--- src/rtl/ram_scan_pkg.sv ---
package ram_scan_pkg;
  typedef enum logic [2:0] {
    SC_IDLE   = 3'd0,
    SC_FILL   = 3'd1,
    SC_CHECK  = 3'd2,
    SC_SETTLE = 3'd3,
    SC_HALT   = 3'd4
  } scan_state_e;
endpackage

--- src/rtl/scan_addr_gen.sv ---
module scan_addr_gen #(
  parameter int AW = 16,
  parameter logic [AW-1:0] WIN_LO = 16'h0040,
  parameter logic [AW-1:0] WIN_HI = 16'h9FFF
) (
  input  logic          clk,
  input  logic          rst_n,
  input  logic          load_lo,
  input  logic          step,
  output logic [AW-1:0] addr,
  output logic          at_hi
);
  logic [AW-1:0] addr_q;

  always_ff @(posedge clk or negedge rst_n) begin
    if (!rst_n)       addr_q <= WIN_LO;
    else if (load_lo) addr_q <= WIN_LO;
    else if (step)    addr_q <= addr_q + 1'b1;
  end

  assign addr  = addr_q;
  assign at_hi = (addr_q == WIN_HI);

  AST_ADDR_IN_WINDOW: assert property (@(posedge clk) disable iff (!rst_n)
    (addr_q >= WIN_LO) && (addr_q <= WIN_HI));
  AST_STEP_BELOW_HI: assert property (@(posedge clk) disable iff (!rst_n)
    (step && !load_lo) |-> (addr_q != WIN_HI));
endmodule

--- src/rtl/scan_pattern.sv ---
module scan_pattern #(
  parameter int DW        = 8,
  parameter int TICK_LOG2 = 8
) (
  input  logic          clk,
  input  logic          rst_n,
  input  logic          clear,
  input  logic          advance,
  output logic [DW-1:0] pattern,
  output logic          tick
);
  logic [DW-1:0]        pattern_q;
  logic [TICK_LOG2-1:0] scan_cnt_q;
  logic                 tick_q;

  always_ff @(posedge clk or negedge rst_n) begin
    if (!rst_n) begin
      pattern_q  <= '0;
      scan_cnt_q <= '0;
      tick_q     <= 1'b0;
    end else if (clear) begin
      pattern_q  <= '0;
      scan_cnt_q <= '0;
      tick_q     <= 1'b0;
    end else if (advance) begin
      pattern_q  <= pattern_q + 1'b1;
      scan_cnt_q <= scan_cnt_q + 1'b1;
      tick_q     <= &scan_cnt_q;
    end else begin
      tick_q     <= 1'b0;
    end
  end

  assign pattern = pattern_q;
  assign tick    = tick_q;

  AST_PATTERN_HOLD: assert property (@(posedge clk) disable iff (!rst_n)
    (!advance && !clear) |=> $stable(pattern_q));
  AST_PATTERN_STEP: assert property (@(posedge clk) disable iff (!rst_n)
    (advance && !clear) |=> (pattern_q == $past(pattern_q) + 1'b1));
  AST_TICK_SINGLE: assert property (@(posedge clk) disable iff (!rst_n)
    tick_q |=> !tick_q);
endmodule

--- src/rtl/scan_compare.sv ---
module scan_compare #(
  parameter int AW = 16,
  parameter int DW = 8
) (
  input  logic          clk,
  input  logic          rst_n,
  input  logic          issue,
  input  logic [AW-1:0] issue_addr,
  input  logic [DW-1:0] rdata,
  input  logic [DW-1:0] expected,
  output logic          miss,
  output logic [AW-1:0] miss_addr
);
  logic          pend_q;
  logic [AW-1:0] pend_addr_q;

  always_ff @(posedge clk or negedge rst_n) begin
    if (!rst_n) begin
      pend_q      <= 1'b0;
      pend_addr_q <= '0;
    end else begin
      pend_q <= issue;
      if (issue) pend_addr_q <= issue_addr;
    end
  end

  assign miss      = pend_q && (rdata != expected);
  assign miss_addr = pend_addr_q;

  AST_MISS_NEEDS_READ: assert property (@(posedge clk) disable iff (!rst_n)
    miss |-> $past(issue));
endmodule

--- src/rtl/ram_pattern_scanner.sv ---
module ram_pattern_scanner
  import ram_scan_pkg::*;
#(
  parameter int AW        = 16,
  parameter int DW        = 8,
  parameter int TICK_LOG2 = 8,
  parameter logic [AW-1:0] WIN_LO = 16'h0040,
  parameter logic [AW-1:0] WIN_HI = 16'h9FFF
) (
  input  logic          clk,
  input  logic          rst_n,
  input  logic          start_i,
  input  logic          stop_i,
  output logic [AW-1:0] ram_addr_o,
  output logic [DW-1:0] ram_wdata_o,
  output logic          ram_we_o,
  input  logic [DW-1:0] ram_rdata_i,
  output logic          tick_o,
  output logic          err_o,
  output logic [AW-1:0] err_addr_o
);
  scan_state_e   state_q, state_d;
  logic          load_lo, step, at_hi;
  logic [AW-1:0] addr;
  logic          issue, miss;
  logic [AW-1:0] miss_addr;
  logic          clear_pat, advance;
  logic [DW-1:0] pattern;
  logic          running, do_stop;
  logic          err_q;
  logic [AW-1:0] err_addr_q;

  assign running = (state_q == SC_FILL) || (state_q == SC_CHECK) || (state_q == SC_SETTLE);
  assign do_stop = stop_i && !start_i && running;

  always_comb begin
    state_d   = state_q;
    load_lo   = 1'b0;
    step      = 1'b0;
    issue     = 1'b0;
    advance   = 1'b0;
    clear_pat = 1'b0;
    if (start_i) begin
      state_d   = SC_FILL;
      load_lo   = 1'b1;
      clear_pat = 1'b1;
    end else if (do_stop) begin
      state_d = SC_IDLE;
    end else if (miss) begin
      state_d = SC_HALT;
    end else begin
      case (state_q)
        SC_FILL: begin
          if (at_hi) begin
            load_lo = 1'b1;
            state_d = SC_CHECK;
          end else begin
            step = 1'b1;
          end
        end
        SC_CHECK: begin
          issue = 1'b1;
          if (at_hi) state_d = SC_SETTLE;
          else       step    = 1'b1;
        end
        SC_SETTLE: begin
          load_lo = 1'b1;
          advance = 1'b1;
          state_d = SC_FILL;
        end
        default: ;
      endcase
    end
  end

  always_ff @(posedge clk or negedge rst_n) begin
    if (!rst_n) begin
      state_q    <= SC_IDLE;
      err_q      <= 1'b0;
      err_addr_q <= '0;
    end else begin
      state_q <= state_d;
      if (start_i) begin
        err_q <= 1'b0;
      end else if (state_q != SC_HALT && state_d == SC_HALT) begin
        err_q      <= 1'b1;
        err_addr_q <= miss_addr;
      end
    end
  end

  scan_addr_gen #(.AW(AW), .WIN_LO(WIN_LO), .WIN_HI(WIN_HI)) u_addr (
    .clk(clk), .rst_n(rst_n), .load_lo(load_lo), .step(step),
    .addr(addr), .at_hi(at_hi)
  );

  scan_pattern #(.DW(DW), .TICK_LOG2(TICK_LOG2)) u_pat (
    .clk(clk), .rst_n(rst_n), .clear(clear_pat), .advance(advance),
    .pattern(pattern), .tick(tick_o)
  );

  scan_compare #(.AW(AW), .DW(DW)) u_cmp (
    .clk(clk), .rst_n(rst_n), .issue(issue), .issue_addr(addr),
    .rdata(ram_rdata_i), .expected(pattern),
    .miss(miss), .miss_addr(miss_addr)
  );

  assign ram_addr_o  = addr;
  assign ram_wdata_o = pattern;
  assign ram_we_o    = (state_q == SC_FILL);
  assign err_o       = err_q;
  assign err_addr_o  = err_addr_q;

  AST_FILL_FROM_LO: assert property (@(posedge clk) disable iff (!rst_n)
    $rose(ram_we_o) |-> (ram_addr_o == WIN_LO));
  AST_ERR_HELD: assert property (@(posedge clk) disable iff (!rst_n)
    (err_q && !start_i) |=> (err_q && $stable(err_addr_q) && !ram_we_o && $stable(ram_addr_o)));
  AST_STOP_QUIET: assert property (@(posedge clk) disable iff (!rst_n)
    (stop_i && !start_i && !err_q) |=> !err_q);
  AST_START_CLEARS: assert property (@(posedge clk) disable iff (!rst_n)
    start_i |=> (!err_q && ram_we_o && ram_addr_o == WIN_LO));
  AST_ERR_ADDR_WINDOW: assert property (@(posedge clk) disable iff (!rst_n)
    err_q |-> ((err_addr_q >= WIN_LO) && (err_addr_q <= WIN_HI)));
endmodule

--- config.mk ---
export PLATFORM = sky130hd
export DESIGN_NAME = ram_pattern_scanner
export DESIGN_NICKNAME = d
export VERILOG_FILES = /design/src/rtl/ram_scan_pkg.sv /design/src/rtl/scan_addr_gen.sv /design/src/rtl/scan_pattern.sv /design/src/rtl/scan_compare.sv /design/src/rtl/ram_pattern_scanner.sv
export SDC_FILE = /design/constraint.sdc
export NUM_CORES = 1
export LEC_CHECK = 0
export ABC_AREA = 1
export BUFFER_PORTS_ARGS = -buffer_cell sky130_fd_sc_hd__buf_2
export CAP_MARGIN = 5
export CORE_ASPECT_RATIO = 0.9
export CORE_MARGIN = 3
export CORE_UTILIZATION = 50
export CTS_BUF_LIST = sky130_fd_sc_hd__clkbuf_16
export DETAILED_ROUTE_END_ITERATION = 16
export PLACE_DENSITY = 0.72
export SETUP_SLACK_MARGIN = 0.05
export SLEW_MARGIN = 0
export SYNTH_ARGS = -nofsm -noshare
export SYNTH_HDL_FRONTEND = slang
export SYNTH_SLANG_ARGS = --single-unit
export TNS_END_PERCENT = 100
--- constraint.sdc ---
create_clock -name clk -period 2.6 [get_ports clk]
set_clock_uncertainty 0.1 [all_clocks]
set_input_delay 0.52 -clock clk [delete_from_list [all_inputs] [get_ports clk]]
set_output_delay 0.52 -clock clk [all_outputs]
set_load 0.005 [all_outputs]
==> results.cfg <==
[power_and_ir_drop]
peakVddDrop_mv = 0.321
p_leak_nw = 2.34
p_per_area_nw_per_um2 = 614

[placed_design]
gp_congestion = 0.837
hpwl_mm = 5.58
dp_cells = 586
io_buffers = 54
pre_cts_ws_ns = 0.225

[setup_path]
crit_type = flip-flop to flip-flop
required_ns = 2.74
crit_arrival_ns = 2.31
critPathCaptureType = flip-flop
cp-start-kind = flip-flop
cp_max_fo = 15

[floorplanning]
die_h_um = 86.2
core_area_um2 = 6760
dieArea_um2 = 8200
rows = 28
initial_core_util_pct = 52.9
pin_count = 55
die_w_um = 95.1

[timing]
hold_viol = 0
fmaxAchievable_ghz = 0.461
fin_tns_setup_ns = 0
rsz0062_at_grt = no
slew_violations = 0
setup_ws_ns = 0.429
setup_viol = 0
worst_pin_slew_ns = 0.643
fin_crit_sh_pct = 83.5
slew_headroom_pct = 57.1
finalCriticalPeriod_ns = 2.17

[layout]
antenna_cells = 0
syn_to_final_growth_pct = 19.2
layout.cells.non_filler = 602
final_nets = 522
fillers = 617
drive_above_1_share_pct = 18.6
final_util_pct = 63.0

[detailed_routing]
dr.pass1.iters = 4
wire_per_inst_um = 13.3
vias = 3053
drt_iter0_markers = 194
drc = 0
via_per_inst = 5.07
ant_nets = 0
wirelength_mm = 7.99

[synth]
syn-cell-area_um2 = 3580
ys_warn_count = 0
ys_seq_area_share_pct = 49.0
ys_ff_latch = 70
synthCells = 449
yosysUniqueCellTypes = 32
synth_top_area_share_pct = 48.3
syn_avg_cell_area_um2 = 7.96
yosys-top-cells-area = dfrtp_1 (48%), nand2_1 (17%), nand3_1 (5.9%)
synth_top_area_cell = dfrtp_1
synth_fp_nets = 464

[clock_tree]
clk_latency_ns = 0.33
tritoncts = built
h-tree-depth = 3
root_buffer = clkbuf_16
cts_made_buffers = 9
cts_hold_buffers = 0
post_cts_buffers = 0
clock-sinks = 70
cts_buffer_depth = 2
post_cts_resized = 0
clk_pin_slew_ns = 0.06

[global_routing]
grt_overflow = 0
gr-usage-all-layers_pct = 21.2
antenna_found_initial = 0
grt_pass1_wl_mm = 13.6
grt_pass1_vias = 2845
grt_start_max_net_pins = 44

[worst_hold_path]
hp-class = input pin to asynchronous set/reset pin

[outcome]
outcome = finished clean

[job]
drv_cap = 0
[routing by layer]
layer  track usage (%)  part of all wire, %
met3              5.99                  4.4
met1              31.0                   50
met2              31.4                   45
met4              5.11                 0.84
met5                 0                    0
[cell usage after synthesis]
cell,count
buf_6,1
ha_1,3
or2_0,1
nand4_4,1
nor2_1,33
nand2_4,2
nor2_8,1
xnor2_1,3
nand3b_1,6
dfrtp_1,69
nand3_1,42
o21bai_2,1
nor2_2,2
nor4_1,2
xor2_1,14
nor3b_1,1
nand2_1,159
inv_1,41
o31ai_1,2
o21ai_0,24
nand4_1,6
nor3_1,9
dfstp_2,1
a21oi_1,2
inv_2,4
buf_4,5
nor3_2,1
inv_4,1
clkbuf_1,2
nor2_4,4
buf_2,4
nand2_2,2
[through the flow]
stage | hold slack, ns | cell area [um2] | total power [mW]
floorplan | 0.124 | 3580 | 1.23
global placement | 0.348 | 3930 | 1.29
detailed placement | 0.354 | 3930 | 1.29
CTS | 0.129 | 4260 | 2.65
global route | 0.165 | 4260 | 2.71
finish | 0.107 | 4260 | 2.62
[final timing paths]
kind / startpoint / endpoint / slack [ns] / cells past startpoint
setup reg to reg: u_pat.pattern[4]$_DFFE_PN0P_ / u_pat.pattern[4]$_DFFE_PN0P_ / 0.43 / 11
max in group asynchronous: rst_n / u_addr.addr[6]$_DFFE_PN1P_ / 1.57 / 2
hold reg to reg: err_addr_o[10]$_DFFE_PN0P_ / err_addr_o[10]$_DFFE_PN0P_ / 0.36 / 2
min in group clk: err_addr_o[10]$_DFFE_PN0P_ / err_addr_o[10]$_DFFE_PN0P_ / 0.36 / 2
setup / recovery: u_pat.pattern[4]$_DFFE_PN0P_ / u_pat.pattern[4]$_DFFE_PN0P_ / 0.43 / 11
hold / removal: rst_n / err_addr_o[4]$_DFFE_PN0P_ / 0.11 / 1
[where the power goes]
| part | internal [mW] | switching, mW | total, mW |
|---|---|---|---|
| Combinational | 0.0487 | 0.103 | 0.152 |
| Sequential | 1.10 | 0.0180 | 1.12 |
| Clock | 0.851 | 0.492 | 1.34 |
[flip-flops by register name (all words and copies together) (netlist names)]
name,cells
u_addr.addr,16
u_cmp.miss_addr,16
err_addr_o,16
state_q,3
err_o,1
u_pat.pattern,8
u_pat.tick,1
u_pat.scan_cnt_q,8
u_cmp.pend_q,1
[worst max-delay path, cell delays in order (launching register included)]
cell and delay [ns]:
dfrtp_1 0.44, inv_2 0.11, nand2_1 0.05, nand2_1 0.05, nand2_1 0.05, nor2_1 0.14
nand2_1 0.09, nand2_2 0.14, nand2_1 0.25, nand2_1 0.40, nand4_1 0.14, o21ai_0 0.12
[cell type report]
class / instances / area [um2] / area share (%)
flip-flops and latches: 70 / 1750 / 41.1
inverters: 46 / 175 / 4.11
clock buffers: 9 / 225 / 5.28
multi-input cells: 321 / 1570 / 36.9
repair buffers: 59 / 320 / 7.52
clock inverters: 7 / 104 / 2.44
well taps: 90 / 113 / 2.64
[layout by cell type, fill, tap and decap left out, drive strengths merged, types with 2 or more instances in the layout]
cell / instances
nor2: 40
nand3: 42
xnor2: 3
inv: 48
nand3b: 6
a21oi: 2
dfrtp: 69
clkinv: 3
ha: 3
buf: 59
nand2: 163
bufinv: 2
xor2: 14
nor3: 10
nand4: 7
clkbuf: 9
o21ai: 24
o31ai: 2
nor4: 2
[cell families after synthesis]
logic type               synth area share (%)
flip-flops                               49.0
AO/OA/AOI/OAI                            4.37
AND/OR/NAND/NOR                          34.4
buffers and inverters                    7.03
XOR/XNOR                                 4.16
adder cells (fa/ha/maj)                  1.05
Note: power is estimated with default switching activity, not from simulation.
